## src/rtl/asp_pkg.sv

```systemverilog
package asp_pkg;
  localparam int SAMPLE_W = 24;
  localparam int SLOT_W   = 32;
  localparam int POS_W    = $clog2(SLOT_W) + 1;
  localparam int IDX_W    = $clog2(SAMPLE_W);

  typedef enum logic [1:0] {
    FMT_LJ  = 2'd0,
    FMT_I2S = 2'd1,
    FMT_MIX = 2'd2
  } fmt_e;

  typedef struct packed {
    logic             fallEdge;
    logic             riseEdge;
    logic             halfStart;
    logic             frameStart;
    logic             txLeft;
    logic             txActive;
    logic [IDX_W-1:0] txIdx;
    logic             rxActive;
    logic             rxLast;
    logic             rxLeft;
    logic             rxBit;
    logic [POS_W-1:0] pos;
  } strb_t;
endpackage

```

## src/rtl/asp_ctrl.sv

```systemverilog
module asp_ctrl
  import asp_pkg::*;
(
  input  logic       clk,
  input  logic       rst_n,
  input  logic       pwrDn,
  input  logic [1:0] fmtSel,
  input  logic       bitClk,
  input  logic       wordClk,
  input  logic       serIn,
  output strb_t      strb
);
  localparam logic [POS_W-1:0] POS_MAX  = '1;
  localparam logic [POS_W-1:0] SAMPLE_P = POS_W'(SAMPLE_W);
  localparam logic [POS_W-1:0] RJ_OFF   = POS_W'(SLOT_W - SAMPLE_W);
  localparam logic [IDX_W-1:0] TOP_IDX  = IDX_W'(SAMPLE_W - 1);

  logic sclkQ, sclkD, wclkQ, sdQ;
  logic wclkPrev, chanLeft;
  logic [POS_W-1:0] posCnt, posNext, txStartPos, rxStartPos, txRel;
  logic leftLvl, fall, rise, halfStartC, chanNext;
  fmt_e fmt;

  // input sampling and edge history
  always_ff @(posedge clk or negedge rst_n) begin
    if (!rst_n) begin
      sclkQ <= 1'b0;
      sclkD <= 1'b0;
      wclkQ <= 1'b0;
      sdQ   <= 1'b0;
    end else begin
      sclkQ <= bitClk;
      sclkD <= sclkQ;
      wclkQ <= wordClk;
      sdQ   <= serIn;
    end
  end

  always_comb begin
    fmt  = fmt_e'(fmtSel);
    fall = sclkD & ~sclkQ;
    rise = ~sclkD & sclkQ;
    case (fmt)
      FMT_I2S: begin leftLvl = 1'b0; txStartPos = POS_W'(1); rxStartPos = POS_W'(1); end
      FMT_MIX: begin leftLvl = 1'b1; txStartPos = '0;        rxStartPos = RJ_OFF;    end
      default: begin leftLvl = 1'b1; txStartPos = '0;        rxStartPos = '0;        end
    endcase
    halfStartC = fall && (wclkQ != wclkPrev);
    if (halfStartC)            posNext = '0;
    else if (posCnt == POS_MAX) posNext = posCnt;
    else                        posNext = posCnt + POS_W'(1);
    chanNext = halfStartC ? (wclkQ == leftLvl) : chanLeft;
    txRel    = posNext - txStartPos;
  end

  // slot position and channel, advanced at falling bit-clock edges
  always_ff @(posedge clk or negedge rst_n) begin
    if (!rst_n) begin
      wclkPrev <= 1'b0;
      posCnt   <= POS_MAX;
      chanLeft <= 1'b0;
    end else if (pwrDn) begin
      wclkPrev <= 1'b0;
      posCnt   <= POS_MAX;
      chanLeft <= 1'b0;
    end else if (fall) begin
      wclkPrev <= wclkQ;
      posCnt   <= posNext;
      chanLeft <= chanNext;
    end
  end

  always_comb begin
    strb.fallEdge   = fall;
    strb.riseEdge   = rise;
    strb.halfStart  = halfStartC;
    strb.frameStart = halfStartC && (wclkQ == leftLvl);
    strb.txLeft     = chanNext;
    strb.txActive   = (posNext >= txStartPos) && (posNext < txStartPos + SAMPLE_P);
    strb.txIdx      = TOP_IDX - txRel[IDX_W-1:0];
    strb.rxActive   = (posCnt >= rxStartPos) && (posCnt < rxStartPos + SAMPLE_P);
    strb.rxLast     = (posCnt == rxStartPos + SAMPLE_P - POS_W'(1));
    strb.rxLeft     = chanLeft;
    strb.rxBit      = sdQ;
    strb.pos        = posCnt;
  end
endmodule

```

## src/rtl/asp_datapath.sv

```systemverilog
module asp_datapath
  import asp_pkg::*;
(
  input  logic                clk,
  input  logic                rst_n,
  input  logic                pwrDn,
  input  strb_t               strb,
  input  logic [SAMPLE_W-1:0] txLeftIn,
  input  logic [SAMPLE_W-1:0] txRightIn,
  output logic                serOut,
  output logic [SAMPLE_W-1:0] rxLeftOut,
  output logic [SAMPLE_W-1:0] rxRightOut,
  output logic                rxValid
);
  logic [SAMPLE_W-1:0] txLReg, txRReg, txWord;
  logic [SAMPLE_W-1:0] rxShift, rxPend, rxFull;

  always_comb begin
    if (strb.txLeft) txWord = strb.frameStart ? txLeftIn : txLReg;
    else             txWord = txRReg;
    rxFull = {rxShift[SAMPLE_W-2:0], strb.rxBit};
  end

  // transmit: latch at frame start, drive on falling edges
  always_ff @(posedge clk or negedge rst_n) begin
    if (!rst_n) begin
      txLReg <= '0;
      txRReg <= '0;
      serOut <= 1'b0;
    end else if (pwrDn) begin
      serOut <= 1'b0;
    end else if (strb.fallEdge) begin
      if (strb.frameStart) begin
        txLReg <= txLeftIn;
        txRReg <= txRightIn;
      end
      serOut <= strb.txActive ? txWord[strb.txIdx] : 1'b0;
    end
  end

  // receive: sample on rising edges inside the window
  always_ff @(posedge clk or negedge rst_n) begin
    if (!rst_n) begin
      rxShift    <= '0;
      rxPend     <= '0;
      rxLeftOut  <= '0;
      rxRightOut <= '0;
      rxValid    <= 1'b0;
    end else begin
      rxValid <= 1'b0;
      if (!pwrDn && strb.riseEdge && strb.rxActive) begin
        rxShift <= rxFull;
        if (strb.rxLast) begin
          if (strb.rxLeft) begin
            rxPend <= rxFull;
          end else begin
            rxLeftOut  <= rxPend;
            rxRightOut <= rxFull;
            rxValid    <= 1'b1;
          end
        end
      end
    end
  end
endmodule

```

## src/rtl/audio_serial_port.sv

```systemverilog
module audio_serial_port
  import asp_pkg::*;
(
  input  logic                clk,
  input  logic                rst_n,
  input  logic                pwrDn,
  input  logic [1:0]          fmtSel,
  input  logic                bitClk,
  input  logic                wordClk,
  input  logic                serIn,
  output logic                serOut,
  input  logic [SAMPLE_W-1:0] txLeft,
  input  logic [SAMPLE_W-1:0] txRight,
  output logic [SAMPLE_W-1:0] rxLeft,
  output logic [SAMPLE_W-1:0] rxRight,
  output logic                rxValid
);
  strb_t strb;

  asp_ctrl u_ctrl (
    .clk    (clk),
    .rst_n  (rst_n),
    .pwrDn  (pwrDn),
    .fmtSel (fmtSel),
    .bitClk (bitClk),
    .wordClk(wordClk),
    .serIn  (serIn),
    .strb   (strb)
  );

  asp_datapath u_dp (
    .clk       (clk),
    .rst_n     (rst_n),
    .pwrDn     (pwrDn),
    .strb      (strb),
    .txLeftIn  (txLeft),
    .txRightIn (txRight),
    .serOut    (serOut),
    .rxLeftOut (rxLeft),
    .rxRightOut(rxRight),
    .rxValid   (rxValid)
  );
endmodule

```

## config.mk

```make
export PLATFORM = sky130hd
export DESIGN_NAME = audio_serial_port
export DESIGN_NICKNAME = d
export VERILOG_FILES = /design/src/rtl/asp_pkg.sv /design/src/rtl/asp_ctrl.sv /design/src/rtl/asp_datapath.sv /design/src/rtl/audio_serial_port.sv
export SDC_FILE = /design/constraint.sdc
export NUM_CORES = 1
export LEC_CHECK = 0
export CORE_MARGIN = 2
export CORE_UTILIZATION = 40
export CTS_CLUSTER_DIAMETER = 30
export DETAILED_ROUTE_END_ITERATION = 10
export PLACE_DENSITY = 0.72
export SLEW_MARGIN = 15
export SYNTH_ARGS = -nofsm -noshare
export SYNTH_HDL_FRONTEND = slang
export SYNTH_SLANG_ARGS = --single-unit
```

## constraint.sdc

```tcl
create_clock -name clk -period 4.91 [get_ports clk]
set_input_delay 0.982 -clock clk [delete_from_list [all_inputs] [get_ports clk]]
set_output_delay 0.982 -clock clk [all_outputs]
set_load 0.005 [all_outputs]
```

==> summary.txt <==
Critical path
  – CP dominant cell by count: ha_1
  – CP cell instances: ha_1 -> nand3_1 -> nor2_1 -> xnor2_1 -> nand2_1 -> ha_1 -> ha_1 -> nand2_1 -> a2111oi_0 -> o31ai_1 -> a32oi_1 -> o211ai_1
  – CP arrival: roughly 4100 ps
  – Crit path max-delay family: adder cells
  – Reg2reg start: u_ctrl.posCnt[1]
  – Buf/Inv on CP: 0
  – Critical path type: flip-flop to flip-flop
  – CP startpoint: u_ctrl.posCnt[1]
  – Crit end category: flip-flop
  – Crit-path max FO: 14
  – CP max stage delay: between 600 and 700 ps
  – Crit start category: flip-flop
  – Crit-path slowest cell: ha_1
  – Worst EP required: ~5200 ps

CTS
  – CTS root buf: clkbuf_16
  – Setup Fix Bufs, Post-CTS: 0
  – CTS Hold Bufs: 0
  – Total CTS buffers: 17
  – Cts repair resizes: 0
  – CTS tree: built
  – H-Tree Depth: 4
  – Clk_lat worst skew: 420 ps
  – Clock transition at path regs: around 70 ps
  – Clock Path Buffers: 2
  – Clock Sinks: 157

Worst hold path
  – Hold path startpoint: u_ctrl.sclkQ
  – Hold Crit Class: flip-flop to flip-flop

Route
  – DR iter-0 viols: approximately 300
  – Vias per cell: between 5 and 6
  – Vias after detailed routing: roughly 4800
  – Final wirelength: around 16000 um
  – TritonRoute pass-1 iters: 6
  – Post-route DRC: 0
  – Number of routed nets with antenna violations: 0
  – WL/cell: between 15 and 20 um

Pwr
  – Share of power burned in registers: 0.442
  – Psw: roughly 0.0009 W
  – Sw Share: 0.265
  – Pwr Density: 372 mW/mm^2
  – P_int: 0.00249 W
  – Worst IR Drop VDD: 0.242 mV
  – Clk pwr share: 0.394
  – Combinational power share: 0.163
  – Pleak: 4.09 nW

STA
  – Final Critical Period: roughly 3800 ps
  – Final setup violation count: 0
  – Slew Limit Headroom: 0.344
  – Worst setup margin: 1070 ps
  – Total negative slack: 0 ps
  – Fmax: 260 MHz
  – Clock Skew: approximately 8.8 ps
  – Hold Fails Final Rpt: 0
  – Fin crit share: 0.783
  – Unrepaired setup endpoints after global routing: no
  – Max Slew Vio Count: 0
  – Slew @ Worst Pin: 984 ps

Floorplan
  – # rows: 49
  – IO Count: 106
  – Die H: around 140 um
  – Initial Util: 0.404
  – Area of the die: 0.0191 mm^2
  – Die W: about 140 um
  – Core area: roughly 0.018 mm^2

Yosys
  – Ys async rst share: 1.00
  – Commonest cells post-synth: dfrtp_1 (151), mux2_2 (151), nand2_1 (25), buf_2 (14)
  – Register area share after synthesis: 0.546
  – #FFs+latches synth: 157
  – EDFF count, synth: 0
  – Post-Syn Instances: around 530
  – Most used DFF post-synth: dfrtp_1
  – Yosys top cell by area: dfrtp_1
  – Netlist cell types: slightly above 60
  – Top post-synthesis cells by area: dfrtp_1 (52%), mux2_2 (24%), dfstp_2 (2.2%), ha_1 (1.9%), mux4_2 (1.9%)
  – Syn_area_per_cell: 13.5 um^2
  – Yosys top cell area share: 0.524
  – Synth warn: 0
  – Post-Syn Area: a little over 0.007 mm^2
  – Syn Nets: 600

Final layout
  – Fraction of layout cells with a size suffix above 1: 0.327
  – Area grow syn2layout: 26.1%
  – # fillers: 1484
  – Nets: about 700

Global routing
  – First-pass GRT wire length: between 20000 and 30000 um
  – Largest net degree at the start of global routing: 116
  – Number of global-route vias before repair: 5098
  – Initial antenna violation count: 1
  – Aggregate global-route resource usage: 0.170
  – GR Overflow Total: 0

Placed design
  – DP Wirelength: 10800 um
  – Place WS: about 740 ps
  – Port-buffer cells: 105
  – Final GP Congestion: around 0.86

Run status
  – Outcome: complete, no violations

Flow run
  – Max Cap Viol: 0
-- power groups by stage --
stage	sequential [W]	clock, W	combinational (W)
detailed placement	0.00152	0	0.000551
finish	0.00150	0.00133	0.000553
CTS	0.00150	0.00136	0.000553
global route	0.00151	0.00141	0.000606
floorplan	0.00149	0	0.000390
global placement	0.00151	0	0.000537
-- logic make-up after synthesis --
kind of cell | count (synthesis) | synth area share
AOI/OAI and AO/OA | 65 | 0.0644
DFF | 157 | 0.546
buffers and inverters | 41 | 0.0279
adders and majority gates | 11 | 0.0191
muxes | 164 | 0.264
xor gates and xnor gates | 7 | 0.00851
and+or+nand+nor | 88 | 0.0696
-- flip-flops by register name (all words and copies together), names as in the netlist --
| name | count |
|---|---|
| u_ctrl.wclkPrev | 1 |
| u_dp.rxRightOut | 24 |
| u_ctrl.sclkQ | 1 |
| u_ctrl.sclkD | 1 |
| u_dp.rxShift | 23 |
| u_dp.serOut | 1 |
| u_ctrl.sdQ | 1 |
| u_dp.txRReg | 24 |
| u_dp.rxPend | 24 |
| u_ctrl.chanLeft | 1 |
| u_dp.rxLeftOut | 24 |
| u_dp.rxValid | 1 |
| u_dp.txLReg | 24 |
| u_ctrl.wclkQ | 1 |
| u_ctrl.posCnt | 6 |
-- per-layer routing --
layer	track usage	routed length [um]
met5	0	0
met4	0.0585	286
met3	0.0623	1210
met2	0.288	7830
met1	0.200	6480
-- through the flow --
| step | instance area (um^2) | util | power, W | hold slack [ps] | instances |
|---|---|---|---|---|---|
| detailed placement | 8490 | 0.476 | 0.00207 | 468 | 846 |
| CTS | 9090 | 0.510 | 0.00341 | 476 | 878 |
| global placement | 8490 | 0.476 | 0.00205 | 452 | 846 |
| floorplan | 7210 | - | 0.00188 | 392 | 533 |
| global route | 9090 | 0.510 | 0.00353 | 477 | 878 |
| finish | 9090 | 0.510 | 0.00338 | 460 | 879 |
-- worst reg2reg max path: cells and delay by family (launching register included) --
kind	cells	cell delay, ps
xor+xnor	1	140
fa+ha+maj	3	1130
compound gates	4	1060
flops	1	620
simple gates	4	750
-- cell type report --
cell class / instances / area (um^2) / area share
clock buffer: 19 / 443 / 0.0487
sequential: 157 / 3940 / 0.433
inverter: 11 / 41.3 / 0.00454
clock inverter: 13 / 154 / 0.0169
tap: 229 / 287 / 0.0315
antenna: 1 / 2.50 / 0.000275
multi-input combinational: 335 / 3080 / 0.339
timing repair buffer: 114 / 1140 / 0.126
-- layout by cell type, fill, tap and decap left out, types with 3 or more instances in the layout --
master,count
dfrtp_1,151
ha_1,11
mux4_2,6
nand4_1,3
mux2_2,151
a21oi_1,7
dfstp_2,6
buf_4,7
a31oi_1,5
mux2i_1,7
and2_1,4
inv_6,4
nor2_1,10
o21a_1,4
a211o_1,4
and3b_1,3
a32oi_1,3
clkbuf_16,17
nor3_1,5
xnor2_1,5
nand2_1,25
nor2b_1,6
inv_1,11
nand3b_1,5
clkdlybuf4s50_1,104
o22ai_1,7
o21ai_0,9
nand2b_1,5
o31ai_1,3
clkinvlp_4,3
nand3_1,5
-- path summary, 6_finish.rpt --
check | to | depth (start not counted) | slack [ps]
setup / recovery | u_dp.serOut | 12 | 1070
hold / removal | u_ctrl.sclkD | 0 | 460
setup reg to reg | u_dp.serOut | 12 | 1070
hold reg to reg | u_ctrl.sclkD | 0 | 460
max in group asynchronous | u_ctrl.posCnt[4] | 2 | 3230
min in group asynchronous | u_dp.rxRightOut[18] | 1 | 710
Note: power is estimated with default switching activity, not from simulation.
